## src/rtl/tbuf_pkg.sv

```systemverilog
package tbuf_pkg;

  typedef enum logic {
    MODE_ROW = 1'b0,
    MODE_COL = 1'b1
  } scan_mode_e;

  function automatic scan_mode_e flip_mode(scan_mode_e m);
    return (m == MODE_ROW) ? MODE_COL : MODE_ROW;
  endfunction

endpackage

```

## src/rtl/tbuf_scan.sv

```systemverilog
module tbuf_scan
  import tbuf_pkg::*;
#(
  parameter int         SIDE_LOG2 = 3,
  parameter scan_mode_e RST_MODE  = MODE_ROW,
  parameter int         POS_W     = 2 * SIDE_LOG2
) (
  input  logic             clk_i,
  input  logic             rst_ni,
  input  logic             step_i,
  output logic [POS_W-1:0] pos_o,
  output logic [POS_W-1:0] addr_o,
  output logic             last_o,
  output scan_mode_e       mode_o
);

  logic [POS_W-1:0]     pos_q;
  scan_mode_e           mode_q;
  logic [SIDE_LOG2-1:0] major, minor;

  always_ff @(posedge clk_i or negedge rst_ni) begin
    if (!rst_ni) begin
      pos_q  <= '0;
      mode_q <= RST_MODE;
    end else if (step_i) begin
      pos_q <= pos_q + 1'b1;
      if (last_o) mode_q <= flip_mode(mode_q);
    end
  end

  assign major  = pos_q[POS_W-1:SIDE_LOG2];
  assign minor  = pos_q[SIDE_LOG2-1:0];
  assign last_o = &pos_q;
  assign pos_o  = pos_q;
  assign mode_o = mode_q;

  // row scan walks {row,col}; column scan swaps the halves
  always_comb begin
    if (mode_q == MODE_ROW) addr_o = pos_q;
    else                    addr_o = {minor, major};
  end


  pos_step_chk: assert property (@(posedge clk_i) disable iff (!rst_ni)
    step_i |=> pos_q == POS_W'($past(pos_q) + 1'b1));


  mode_hold_chk: assert property (@(posedge clk_i) disable iff (!rst_ni)
    !(step_i && last_o) |=> mode_q == $past(mode_q));

endmodule

```

## src/rtl/tbuf_ram.sv

```systemverilog
module tbuf_ram #(
  parameter int ADDR_W = 6,
  parameter int DATA_W = 16,
  parameter int DEPTH  = 1 << ADDR_W
) (
  input  logic              clk_i,
  input  logic              we_i,
  input  logic [ADDR_W-1:0] waddr_i,
  input  logic [DATA_W-1:0] wdata_i,
  input  logic              re_i,
  input  logic [ADDR_W-1:0] raddr_i,
  output logic [DATA_W-1:0] rdata_o
);

  logic [DATA_W-1:0] mem [DEPTH];
  logic [DATA_W-1:0] rdata_q;

  // nonblocking read sees the old word when waddr == raddr
  always_ff @(posedge clk_i) begin
    if (re_i) rdata_q <= mem[raddr_i];
    if (we_i) mem[waddr_i] <= wdata_i;
  end

  assign rdata_o = rdata_q;

endmodule

```

## src/rtl/tbuf_flow.sv

```systemverilog
module tbuf_flow #(
  parameter int POS_W = 6
) (
  input  logic             clk_i,
  input  logic             rst_ni,
  input  logic             wr_valid_i,
  input  logic             rd_req_i,
  input  logic [POS_W-1:0] wr_pos_i,
  input  logic [POS_W-1:0] rd_pos_i,
  input  logic             wr_last_i,
  input  logic             rd_last_i,
  output logic             wr_ready_o,
  output logic             wr_fire_o,
  output logic             rd_fire_o,
  output logic             avail_o
);

  logic avail_q;
  logic wr_done, rd_done;

  assign rd_fire_o  = rd_req_i && avail_q;
  // pending block: writer may fill only slots already drained (or draining now)
  assign wr_ready_o = !avail_q
                   || (wr_pos_i < rd_pos_i)
                   || ((wr_pos_i == rd_pos_i) && rd_fire_o);
  assign wr_fire_o  = wr_valid_i && wr_ready_o;

  assign wr_done = wr_fire_o && wr_last_i;
  assign rd_done = rd_fire_o && rd_last_i;

  always_ff @(posedge clk_i or negedge rst_ni) begin
    if (!rst_ni)      avail_q <= 1'b0;
    else if (wr_done) avail_q <= 1'b1;
    else if (rd_done) avail_q <= 1'b0;
  end

  assign avail_o = avail_q;


  avail_set_chk: assert property (@(posedge clk_i) disable iff (!rst_ni)
    wr_done |=> avail_q);


  avail_clr_chk: assert property (@(posedge clk_i) disable iff (!rst_ni)
    (rd_done && !wr_done) |=> !avail_q);

endmodule

```

## src/rtl/dct_tpose_buf.sv

```systemverilog
module dct_tpose_buf
  import tbuf_pkg::*;
#(
  parameter int DIM_LOG2 = 3,
  parameter int DATA_W   = 16
) (
  input  logic              clk_i,
  input  logic              rst_ni,
  input  logic              wr_valid_i,
  input  logic [DATA_W-1:0] wr_data_i,
  output logic              wr_ready_o,
  input  logic              rd_req_i,
  output logic              rd_valid_o,
  output logic [DATA_W-1:0] rd_data_o,
  output logic              rd_first_o,
  output logic              rd_last_o
);

  localparam int POS_W = 2 * DIM_LOG2;

  logic             wr_fire, rd_fire, avail;
  logic [POS_W-1:0] wr_pos, rd_pos, wr_addr, rd_addr;
  logic             wr_last, rd_last;
  scan_mode_e       wr_mode, rd_mode;
  logic             rd_valid_q, rd_first_q, rd_last_q;

  // writer starts in row scan; reader runs one mode behind
  tbuf_scan #(.SIDE_LOG2(DIM_LOG2), .RST_MODE(MODE_ROW)) u_wr_scan (
    .clk_i (clk_i), .rst_ni (rst_ni), .step_i (wr_fire),
    .pos_o (wr_pos), .addr_o (wr_addr), .last_o (wr_last), .mode_o (wr_mode)
  );

  tbuf_scan #(.SIDE_LOG2(DIM_LOG2), .RST_MODE(MODE_COL)) u_rd_scan (
    .clk_i (clk_i), .rst_ni (rst_ni), .step_i (rd_fire),
    .pos_o (rd_pos), .addr_o (rd_addr), .last_o (rd_last), .mode_o (rd_mode)
  );

  tbuf_flow #(.POS_W(POS_W)) u_flow (
    .clk_i      (clk_i),
    .rst_ni     (rst_ni),
    .wr_valid_i (wr_valid_i),
    .rd_req_i   (rd_req_i),
    .wr_pos_i   (wr_pos),
    .rd_pos_i   (rd_pos),
    .wr_last_i  (wr_last),
    .rd_last_i  (rd_last),
    .wr_ready_o (wr_ready_o),
    .wr_fire_o  (wr_fire),
    .rd_fire_o  (rd_fire),
    .avail_o    (avail)
  );

  tbuf_ram #(.ADDR_W(POS_W), .DATA_W(DATA_W)) u_ram (
    .clk_i   (clk_i),
    .we_i    (wr_fire),
    .waddr_i (wr_addr),
    .wdata_i (wr_data_i),
    .re_i    (rd_fire),
    .raddr_i (rd_addr),
    .rdata_o (rd_data_o)
  );

  always_ff @(posedge clk_i or negedge rst_ni) begin
    if (!rst_ni) begin
      rd_valid_q <= 1'b0;
      rd_first_q <= 1'b0;
      rd_last_q  <= 1'b0;
    end else begin
      rd_valid_q <= rd_fire;
      rd_first_q <= rd_fire && (rd_pos == '0);
      rd_last_q  <= rd_fire && rd_last;
    end
  end

  assign rd_valid_o = rd_valid_q;
  assign rd_first_o = rd_first_q;
  assign rd_last_o  = rd_last_q;


  valid_follows_req_chk: assert property (@(posedge clk_i) disable iff (!rst_ni)
    rd_valid_o |-> $past(rd_req_i));


  flag_qual_chk: assert property (@(posedge clk_i) disable iff (!rst_ni)
    (rd_first_o || rd_last_o) |-> rd_valid_o);


  mode_pair_chk: assert property (@(posedge clk_i) disable iff (!rst_ni)
    avail == (wr_mode == rd_mode));

endmodule

```

## config.mk

```make
export PLATFORM = sky130hd
export DESIGN_NAME = dct_tpose_buf
export DESIGN_NICKNAME = d
export VERILOG_FILES = /design/src/rtl/tbuf_pkg.sv /design/src/rtl/tbuf_scan.sv /design/src/rtl/tbuf_ram.sv /design/src/rtl/tbuf_flow.sv /design/src/rtl/dct_tpose_buf.sv
export SDC_FILE = /design/constraint.sdc
export NUM_CORES = 1
export LEC_CHECK = 0
export BUFFER_PORTS_ARGS = -buffer_cell sky130_fd_sc_hd__clkbuf_2
export CORE_MARGIN = 5
export CORE_UTILIZATION = 60
export DETAILED_ROUTE_END_ITERATION = 12
export PLACE_DENSITY = 0.88
export SLEW_MARGIN = 20
export SYNTH_ARGS = -nofsm -noshare
export SYNTH_HDL_FRONTEND = slang
export SYNTH_HIERARCHICAL = 1
export SYNTH_SLANG_ARGS = --single-unit
```

## constraint.sdc

```tcl
create_clock -name clk_i -period 4.23 [get_ports clk_i]
set_input_delay 0.423 -clock clk_i [delete_from_list [all_inputs] [get_ports clk_i]]
set_output_delay 0.423 -clock clk_i [all_outputs]
set_load 0.01 [all_outputs]
```

Word level (Yosys, flattened, before mapping):

Memory sizes are Yosys's and may differ from the RTL's. A register that Yosys moved wholly into a read port is not among the register bits.
Index checks and enable logic that the tools add are counted.

* memories kept: 1
* output and inout port bits: 20
* RAM bits: 1024
* register bits: 18
* input bits: 20

Memory list
* u_ram.mem: words 64, bits a word 16, rd ports 1, clocked after memory_dff 1, write ports 1, line tbuf_ram.sv:15 `logic [DATA_W-1:0] mem [DEPTH];`

* reduce and logical (&&, ||, !) cells: 15
* $add $sub $neg: 2
* equal/unequal tests: 1
* mux-type cells: 8
* $lt $le $gt $ge: 1

Operators with widths (number)
* AND reduction 7 bit: 2
* adder 6 x 1 -> 6 bit, second input constant: 2
* two-way mux 6 bit: 2
* AND reduction 6 bit: 2
* == test 6 bit: 1
* logical AND 1 bit: 6
* logical NOT 6 bit: 1
* < comparator 6 bit: 1
* two-way mux 1 bit: 6
* logical OR 1 bit: 2
* nonzero test 2 bit: 1
* logical NOT 1 bit: 1

Depth between registers and ports, before layout:

Gate-level depths: netlist (run 1).

* depth after elaboration: 6
* depth in mapped cells: 12
* gate-level depth less buffers: 9

Cells and area by module:

Netlist (run 1), hierarchy kept.

Modules (own cells, without submodules)
* tbuf_ram: instances 1, sequential area each 31230.0 µm², area each 40202.3 µm², cells an instance 1829
* tbuf_scan (u_rd_scan): instances 1, sequential area each 176.4 µm², area each 371.6 µm², cells an instance 31
* tbuf_scan (u_wr_scan): instances 1, sequential area each 175.2 µm², area each 370.4 µm², cells an instance 31
* tbuf_flow: instances 1, sequential area each 25.0 µm², area each 207.7 µm², cells an instance 26
* dct_tpose_buf: instances 1, sequential area each 75.1 µm², area each 97.6 µm², cells an instance 7

Worst setup path after synthesis (run 1):

No wires, ideal clock.

* path kind: reg2reg
* start point: register u_rd_scan.pos_q[1] (netlist: u_rd_scan/pos_o[1])
* end point: memory u_ram.mem[48][0] (enable)
* cell stages (with the launch flop): 10
* path slack: 0.740 ns
* data arrival time: 3.081 ns
* cell sequence: dfrtp_1 inv_1 ha_1 and2b_1 o21bai_1 a31o_1 and2_1 nor2b_1 nand4b_1 nor3_1

* cells in the longest elaborated chain, start to end: 6

RTL lines
* start, declared: line tbuf_scan.sv:17 `logic [POS_W-1:0] pos_q;`
* start signal, assigned: line tbuf_scan.sv:26 `pos_q <= pos_q + 1'b1;`
* < comparator 6 bit / == test 6 bit (equally long branches): line tbuf_flow.sv:24, tbuf_flow.sv:25
* logical OR 1 bit / logical AND 1 bit (equally long branches): line tbuf_flow.sv:24, tbuf_flow.sv:25
* logical OR 1 bit *: line tbuf_flow.sv:25 `|| ((wr_pos_i == rd_pos_i) && rd_fire_o);`
* net wr_ready_o: line dct_tpose_buf.sv:11 `output logic wr_ready_o,`
* logical AND 1 bit *: line tbuf_flow.sv:26 `assign wr_fire_o = wr_valid_i && wr_ready_o;`
* net wr_fire: line dct_tpose_buf.sv:21 `logic wr_fire, rd_fire, avail;`
* two-way mux 1 bit *: line tbuf_ram.sv:21 `if (we_i) mem[waddr_i] <= wdata_i;`
* two-way mux 1 bit (not written as such) *: line tbuf_ram.sv:21
* end, declared: line tbuf_ram.sv:15

The timed path passes the listed nets; every way through them passes the cells marked *.

Worst setup path in the final report (run 1):

* start point: register u_rd_scan.mode_q (netlist: u_rd_scan/mode_o)
* end point: register u_ram.rdata_q[7] (netlist: u_ram/rdata_o[7]), read port of u_ram.mem (data pin)

* cells in the longest elaborated chain, start to end: 1

RTL lines
* start, declared: line tbuf_scan.sv:18 `scan_mode_e mode_q;`
* start signal, assigned: line tbuf_scan.sv:27 `if (last_o) mode_q <= flip_mode(mode_q);`
* two-way mux 6 bit: line tbuf_scan.sv:39 `if (mode_q == MODE_ROW) addr_o = pos_q;`
* net rd_addr[0]: line dct_tpose_buf.sv:22 `logic [POS_W-1:0] wr_pos, rd_pos, wr_addr, rd_addr;`
* end, declared: line tbuf_ram.sv:16 `logic [DATA_W-1:0] rdata_q;`

The timed path passes the listed nets, and every way through them passes these cells.
A chain may end at the register's enable or synchronous reset.

==> key figures, run 1 <==
Yosys
  • Syn Inst Count: 1924
  • Synth top area cells: edfxtp_1 76%, mux4_2 12%, mux2i_1 2.1%
  • Synth Area in Compound Gates: 2.448%
  • Syn Nets: 1952
  • Count leader, synth: edfxtp_1
  • Sequential fraction of the synthesis area: 76.80%
  • Post-synthesis async set-or-reset flop share: 1.701%
  • Synth Area in XOR/XNOR: 0.2548%
  • Synth cell types: 56
  • Main combinational cell family by area after synthesis: multiplexers
  • Adder-Cell Fraction of Synth Area: 0.2427%
  • Multiplexer area fraction after synthesis: 15.45%
  • Post-synth EDFFs: 1040
  • Largest area contributor in the netlist: edfxtp_1
  • Simple-Gate Fraction of Synth Area: 2.945%
  • Commonest cells in the synthesized netlist: 1040 x edfxtp_1, 220 x mux4_2, 85 x mux2i_1
  • Area share of the largest cell type after synthesis: 75.71%
  • Synth warn: 6
  • Avg Synthesized Cell Area: 21.44 um^2
  • Top FF cell, synth: edfxtp_1
  • Mapped cell area: 41250 um^2
  • Synthesized flop and latch total: 1058

Power
  • Pwr Density: 526.5 nW/um^2
  • Leakage power total: 14.34 nW
  • Peak VDD IR: 332.1 uV

Placement
  • Post-DP HPWL: 57.09 mm
  • Port bufs: 39
  • GPL Wtd Cong: 0.8609
  • Placed Area: 42890 um^2

Timing
  • Worst slew pin tran: 0.9695 ns
  • RSZ-0062 raised after global routing: false
  • Final period utilization: 91.81%
  • Worst slew margin: 35.37%
  • Fmax: 257.5 MHz
  • Max Clock Skew: 0.03240 ns
  • Slew Viols, Final: 0
  • Fin Hold WS: 0.03201 ns
  • Final setup fails: 0
  • Min cycle time layout: 3.884 ns
  • Total negative slack: 0 ns
  • Hold Vio Cnt, Final: 0

Clocking
  • CTS tree: built
  • Clock root cell: clkbuf_16
  • Clock buffer depth: 3
  • Post-CTS resize count: 0
  • Clock-pin slew on the worst setup and hold paths: 0.06 ns
  • CTS H-tree depth: 3
  • Worst-skew pair later-pin latency: 0.67 ns
  • Number of buffers created by CTS: 100
  • CTS sink cnt: 1058

Floorplan
  • Row count: 96
  • Die area: 74090 um^2
  • Initial Util: 60.35%
  • Die Span X: 272.2 um
  • Chip height: 272.2 um
  • Core area: 68350 um^2
  • Ports: 40

Route
  • WL per Instance: 33.81 um
  • Post-DRT Antenna Nets: 0
  • Via count: 21305
  • DRC: 0
  • First drt pass iteration count: 6
  • Post-Route WL: 103.0 mm
  • Vias/cell: 6.997
  • DR iter-0 viols: 3368

Layout
  • Non-Filler Cell Area, Final: 46190 um^2
  • Register area: 31680 um^2
  • Share of layout cells above drive strength 1: 26.47%
  • Fillers: 3828
  • Area growth syn-to-layout: 11.97%
  • Multi-input logic area: 8857 um^2
  • Nets@finish: 2114

Global routing
  • Initial antenna violation count: 4
  • Pin count of the biggest net entering global routing: 73
  • Met2 Use GR: 44.89%
  • First-pass GRT wire length: 149.6 mm
  • Vias in the first global route: 21617
  • GR peak layer: met2
  • GR met1 Demand/Resource: 37.91%
  • Total GRT Usage: 27.90%
  • Met3 GRT Util: 5.981%
  • Total gr overflow: 0

Setup path
  • Critical Path RT: 4.58 ns
  • Critical path, cell by cell: mux2_8 -> buf_12 -> mux4_2 -> nand2_1 -> nand3_1 -> a21oi_1 -> nor4_2
  • Crit start category: flip-flop
  • Worst-path fanout max: 64
  • Flop2flop setup slack: 0.35 ns
  • Critical Path End Type: flip-flop
  • Worst Path Buf+Inv: 1
  • CP Class: flip-flop to flip-flop
  • Crit-path slowest cell: a21oi_1
  • CP top delay family: multiplexers
  • CP max stage delay: 0.81 ns
  • Critical Path AT: 4.24 ns

Worst hold path
  • Worst Hold Class: input port to flip-flop

Run
  • Max Cap Violations: 0

Outcome
  • Status: finished clean
-- report_power, final --
part           internal (W)  total, W  switching (W)
Sequential           0.0120    0.0122       0.000198
Clock               0.00525   0.00902        0.00377
Combinational       0.00118   0.00307        0.00189
-- sequential cells by signal (all words and copies together) (netlist names) --
register          count
u_wr_scan/mode_o      1
u_ram/rdata_o        16
rd_first_o            1
u_rd_scan/mode_o      1
rd_last_o             1
u_flow/avail_o        1
rd_valid_o            1
u_rd_scan/pos_o       6
u_ram/mem          1024
u_wr_scan/pos_o       6
-- per-layer routing --
metal / wire [um] / vias to the layer above
met1: 34500 / 10792
met3: 13100 / 326
met2: 49940 / 1854
li1: - / 8331
met5: 7 / -
met4: 5409 / 2
-- final cells by class --
class	instances	share of cell area, %
flip-flops and latches	1058	68.60
well taps	882	2.389
diodes	2	0.01084
clock buffers	118	5.657
clock inverters	59	1.433
repair buffers	166	2.687
multi-input cells	754	19.18
inverters	6	0.04876
-- cells in the final DEF (no fill, tap or decap), types with 17 or more instances in the layout --
cell type  synthesis  routed
a21oi_1           18      18
a22oi_1           39      39
buf_4             13     118
clkbuf_16          0     102
clkbuf_2           2      39
clkinv_1           0      27
dfrtp_1           17      17
edfxtp_1        1040    1040
mux2_2            41      38
mux2i_1           85      85
mux4_2           220     220
nand2_1           66      66
nand3_1           28      28
nor2_1            79      79
nor2b_1           30      30
-- stage by stage --
step | cells | setup slack, ns | utilization (%) | total power, W
2_1_floorplan | 1924 | 0.7395 | - | 0.01437
3_3_place_gp | 2864 | 0.5102 | 62.75 | 0.01520
3_5_place_dp | 2864 | 0.4547 | 62.75 | 0.01537
4_1_cts | 3043 | 0.3688 | 67.57 | 0.02432
5_1_grt | 3043 | 0.1996 | 67.57 | 0.02502
6_report | 3045 | 0.3462 | 67.58 | 0.02432
-- worst paths after layout --
path,startpoint,to,cells past startpoint
min in group asynchronous,rst_ni,u_rd_scan/pos_o[2],2
worst min register to register,u_flow/avail_o,u_flow/avail_o,1
worst max register to register,u_rd_scan/mode_o,u_ram/rdata_o[7],7
max in group asynchronous,rst_ni,u_rd_scan/mode_o,2
worst max-delay path,u_rd_scan/mode_o,u_ram/rdata_o[7],7
worst min-delay path,wr_valid_i,u_flow/avail_o,2
-- worst register-to-register path, delay by kind of cell, from the launching register on --
kind	cells	cell delay, ns
buf+inv	1	0.44
simple gates	3	0.35
compound gates	1	0.81
mux	2	1.32
flops	1	0.66
-- what timing repair did --
action,4_1_cts,5_1_grt
endpoints found under the hold margin,19,0
buffers inserted,0,0
hold buffers,2,0
-- kinds of logic after synthesis --
family / after synthesis
AO/OA/AOI/OAI: 135
XOR/XNOR: 12
adder cells (fa/ha/maj): 8
buffers and inverters: 112
flip-flops: 1058
multiplexers: 350
AND/OR/NAND/NOR: 249
Power figures use the tool's default switching activity.
==> run 2, diff against run 1 <==
- RECOVER_POWER: not set -> 100
==> key figures, run 2 (synthesis gave the netlist of run 1 again) <==
Outcome
  • Status: finished with violations
  • Violated checks: capacitance limit, slew limit

Run
  • Max Cap Violations: 19

Power
  • Leakage power total: 14.08 nW
  • Reg power frac: 50.5%
  • Peak VDD IR: 331.2 uV
  • Clock power share: 37.1%
  • Switching Fraction: 24.10%
  • Net Sw Power: 0.005854 W
  • Int Pwr: 0.01844 W
  • Pwr Density: 529.7 nW/um^2
  • Combinational share of power: 12.4%

Global routing
  • Vias in the first global route: 21617
  • Total GRT Usage: 27.90%
  • Total gr overflow: 0
  • Initial antenna violation count: 5
  • Pin count of the biggest net entering global routing: 73
  • First-pass GRT wire length: 149.6 mm

Route
  • First drt pass iteration count: 6
  • DRC: 0
  • Post-DRT Antenna Nets: 0
  • DR iter-0 viols: 3519
  • Vias/cell: 7.023
  • Via count: 21371
  • WL per Instance: 33.78 um
  • Post-Route WL: 102.8 mm

Layout
  • Commonest non-fill, non-tap cell in the layout: edfxtp_1
  • Fin util: 67.10%
  • Most frequent cells in the layout: 1040 x edfxtp_1, 220 x mux4_2, 102 x clkbuf_16
  • Layout Cells excl Fill: 3043
  • Fillers: 3935
  • Biggest register: u_ram/mem
  • Max FFs per register: 1024
  • Area growth syn-to-layout: 11.18%
  • Nets@finish: 2114
  • Share of layout cells above drive strength 1: 23.74%
  • Antenna cells: 0

Placement
  • GPL Wtd Cong: 0.8609
  • # placed instances: 2864
  • Post-DP HPWL: 57.09 mm
  • Port bufs: 39

Clocking
  • Clock root cell: clkbuf_16
  • Worst-skew pair later-pin latency: 0.67 ns
  • Number of buffers created by CTS: 100
  • CTS H-tree depth: 3
  • Clock buffer depth: 3
  • CTS sink cnt: 1058
  • Setup Fix Bufs, Post-CTS: 0
  • CTS tree: built
  • Clock-pin slew on the worst setup and hold paths: 0.06 ns

Floorplan
  • Ports: 40
  • Row count: 96
  • Die area: 74090 um^2
  • Initial Util: 60.35%
  • Die Span X: 272.2 um
  • Chip height: 272.2 um
  • Core area: 68350 um^2

Timing
  • Final setup fails: 0
  • Total negative slack: 0 ns
  • Max Clock Skew: 0.03211 ns
  • Worst slew margin: -143.5%
  • Fmax: 245.4 MHz
  • RSZ-0062 raised after global routing: false
  • Slew Viols, Final: 1051
  • Final period utilization: 96.32%
  • Hold Vio Cnt, Final: 0
  • Min cycle time layout: 4.074 ns
  • Fin Hold WS: 0.02640 ns
  • Worst slew pin tran: 3.652 ns

Setup path
  • CP Class: flip-flop to flip-flop
  • R2R cell count: 11
  • CP Depth: 11
  • Worst Path Buf+Inv: 3
  • FF-to-FF End: u_ram/mem[38][14]
  • Flop2flop setup slack: 0.16 ns
  • Reg-to-Reg Start: u_rd_scan/pos_o[1]
  • Critical Path AT: 4.41 ns
  • Crit start category: flip-flop
  • Worst-path fanout max: 13
  • Critical Path End Type: flip-flop
  • CP startpoint: u_rd_scan/pos_o[1]
  • Critical Path RT: 4.56 ns
  • Crit-path slowest cell: and2_0
  • CP top delay family: simple AND/OR/NAND/NOR gates
  • Crit path to: u_ram/mem[38][14]
  • Critical path, cell by cell: inv_1 -> ha_1 -> and2b_1 -> o21bai_1 -> a31o_1 -> and2_0 -> nor2b_1 -> nand3_1 -> clkbuf_1 -> nor2_1 -> buf_4
  • CP max stage delay: 0.61 ns

Worst hold path
  • Hold path depth: 2
  • Worst Hold Class: input port to flip-flop
-- run 2: how the worst min path moves through the flow --
| stage | startpoint | endpoint | slack, ns |
|---|---|---|---|
| after global placement | rst_ni | u_wr_scan/pos_o[2] | 0.37 |
| final | wr_valid_i | u_flow/avail_o | 0.03 |
| after detailed placement | rst_ni | u_wr_scan/pos_o[4] | 0.39 |
| after floorplan | rst_ni | rd_first_o | 0.13 |
| after global routing | wr_valid_i | u_flow/avail_o | 0.03 |
| after CTS | wr_valid_i | u_flow/avail_o | 0.01 |
-- run 2: worst register-to-register path: stages, from the launching register on --
cell	delay (ns)
dfrtp_1	0.48
inv_1	0.10
ha_1	0.30
and2b_1	0.17
o21bai_1	0.13
a31o_1	0.21
and2_0	0.61
nor2b_1	0.37
nand3_1	0.12
clkbuf_1	0.39
nor2_1	0.52
buf_4	0.34
-- run 2: timing repair --
| action | CTS | global route |
|---|---|---|
| endpoints found under the hold margin | 19 | 0 |
| hold buffers | 2 | 0 |
| gates resized for setup | 0 | 0 |
-- run 2: per-layer routing --
metal	vias up	GRT usage, %	share of wire, %
met1	10853	37.91	34
li1	8339	-	-
met4	4	11.79	5.0
met5	-	0	0.014
met2	1848	44.89	49
met3	327	5.981	13
-- run 2: power groups by stage --
| stage | registers [W] | logic [W] | clock network (W) |
|---|---|---|---|
| floorplan | 0.0124 | 0.00201 | 0 |
| global placement | 0.0124 | 0.00281 | 0 |
| detailed placement | 0.0124 | 0.00294 | 0 |
| CTS | 0.0122 | 0.00301 | 0.00907 |
| global route | 0.0123 | 0.00314 | 0.00957 |
| finish | 0.0123 | 0.00301 | 0.00902 |
-- run 2: per-stage QoR --
stage | worst slack (ns) | power, W | cell area (um^2)
after floorplan | 0.7395 | 0.01437 | 41250
after global placement | 0.5102 | 0.01520 | 42890
after detailed placement | 0.4547 | 0.01537 | 42890
after CTS | 0.3688 | 0.02432 | 46180
after global routing | 0.1049 | 0.02499 | 45860
final | 0.1558 | 0.02429 | 45860
-- run 2: final cells by class --
type                            count  area, um^2  area share (%)
Timing Repair Buffer              166       949.7           2.071
Tap cell                          882        1104           2.406
Clock inverter                     59       661.9           1.443
Inverter                            6       22.52         0.04911
Multi-Input combinational cell    754        8828           19.25
Sequential cell                  1058       31680           69.08
Clock buffer                      118        2613           5.697
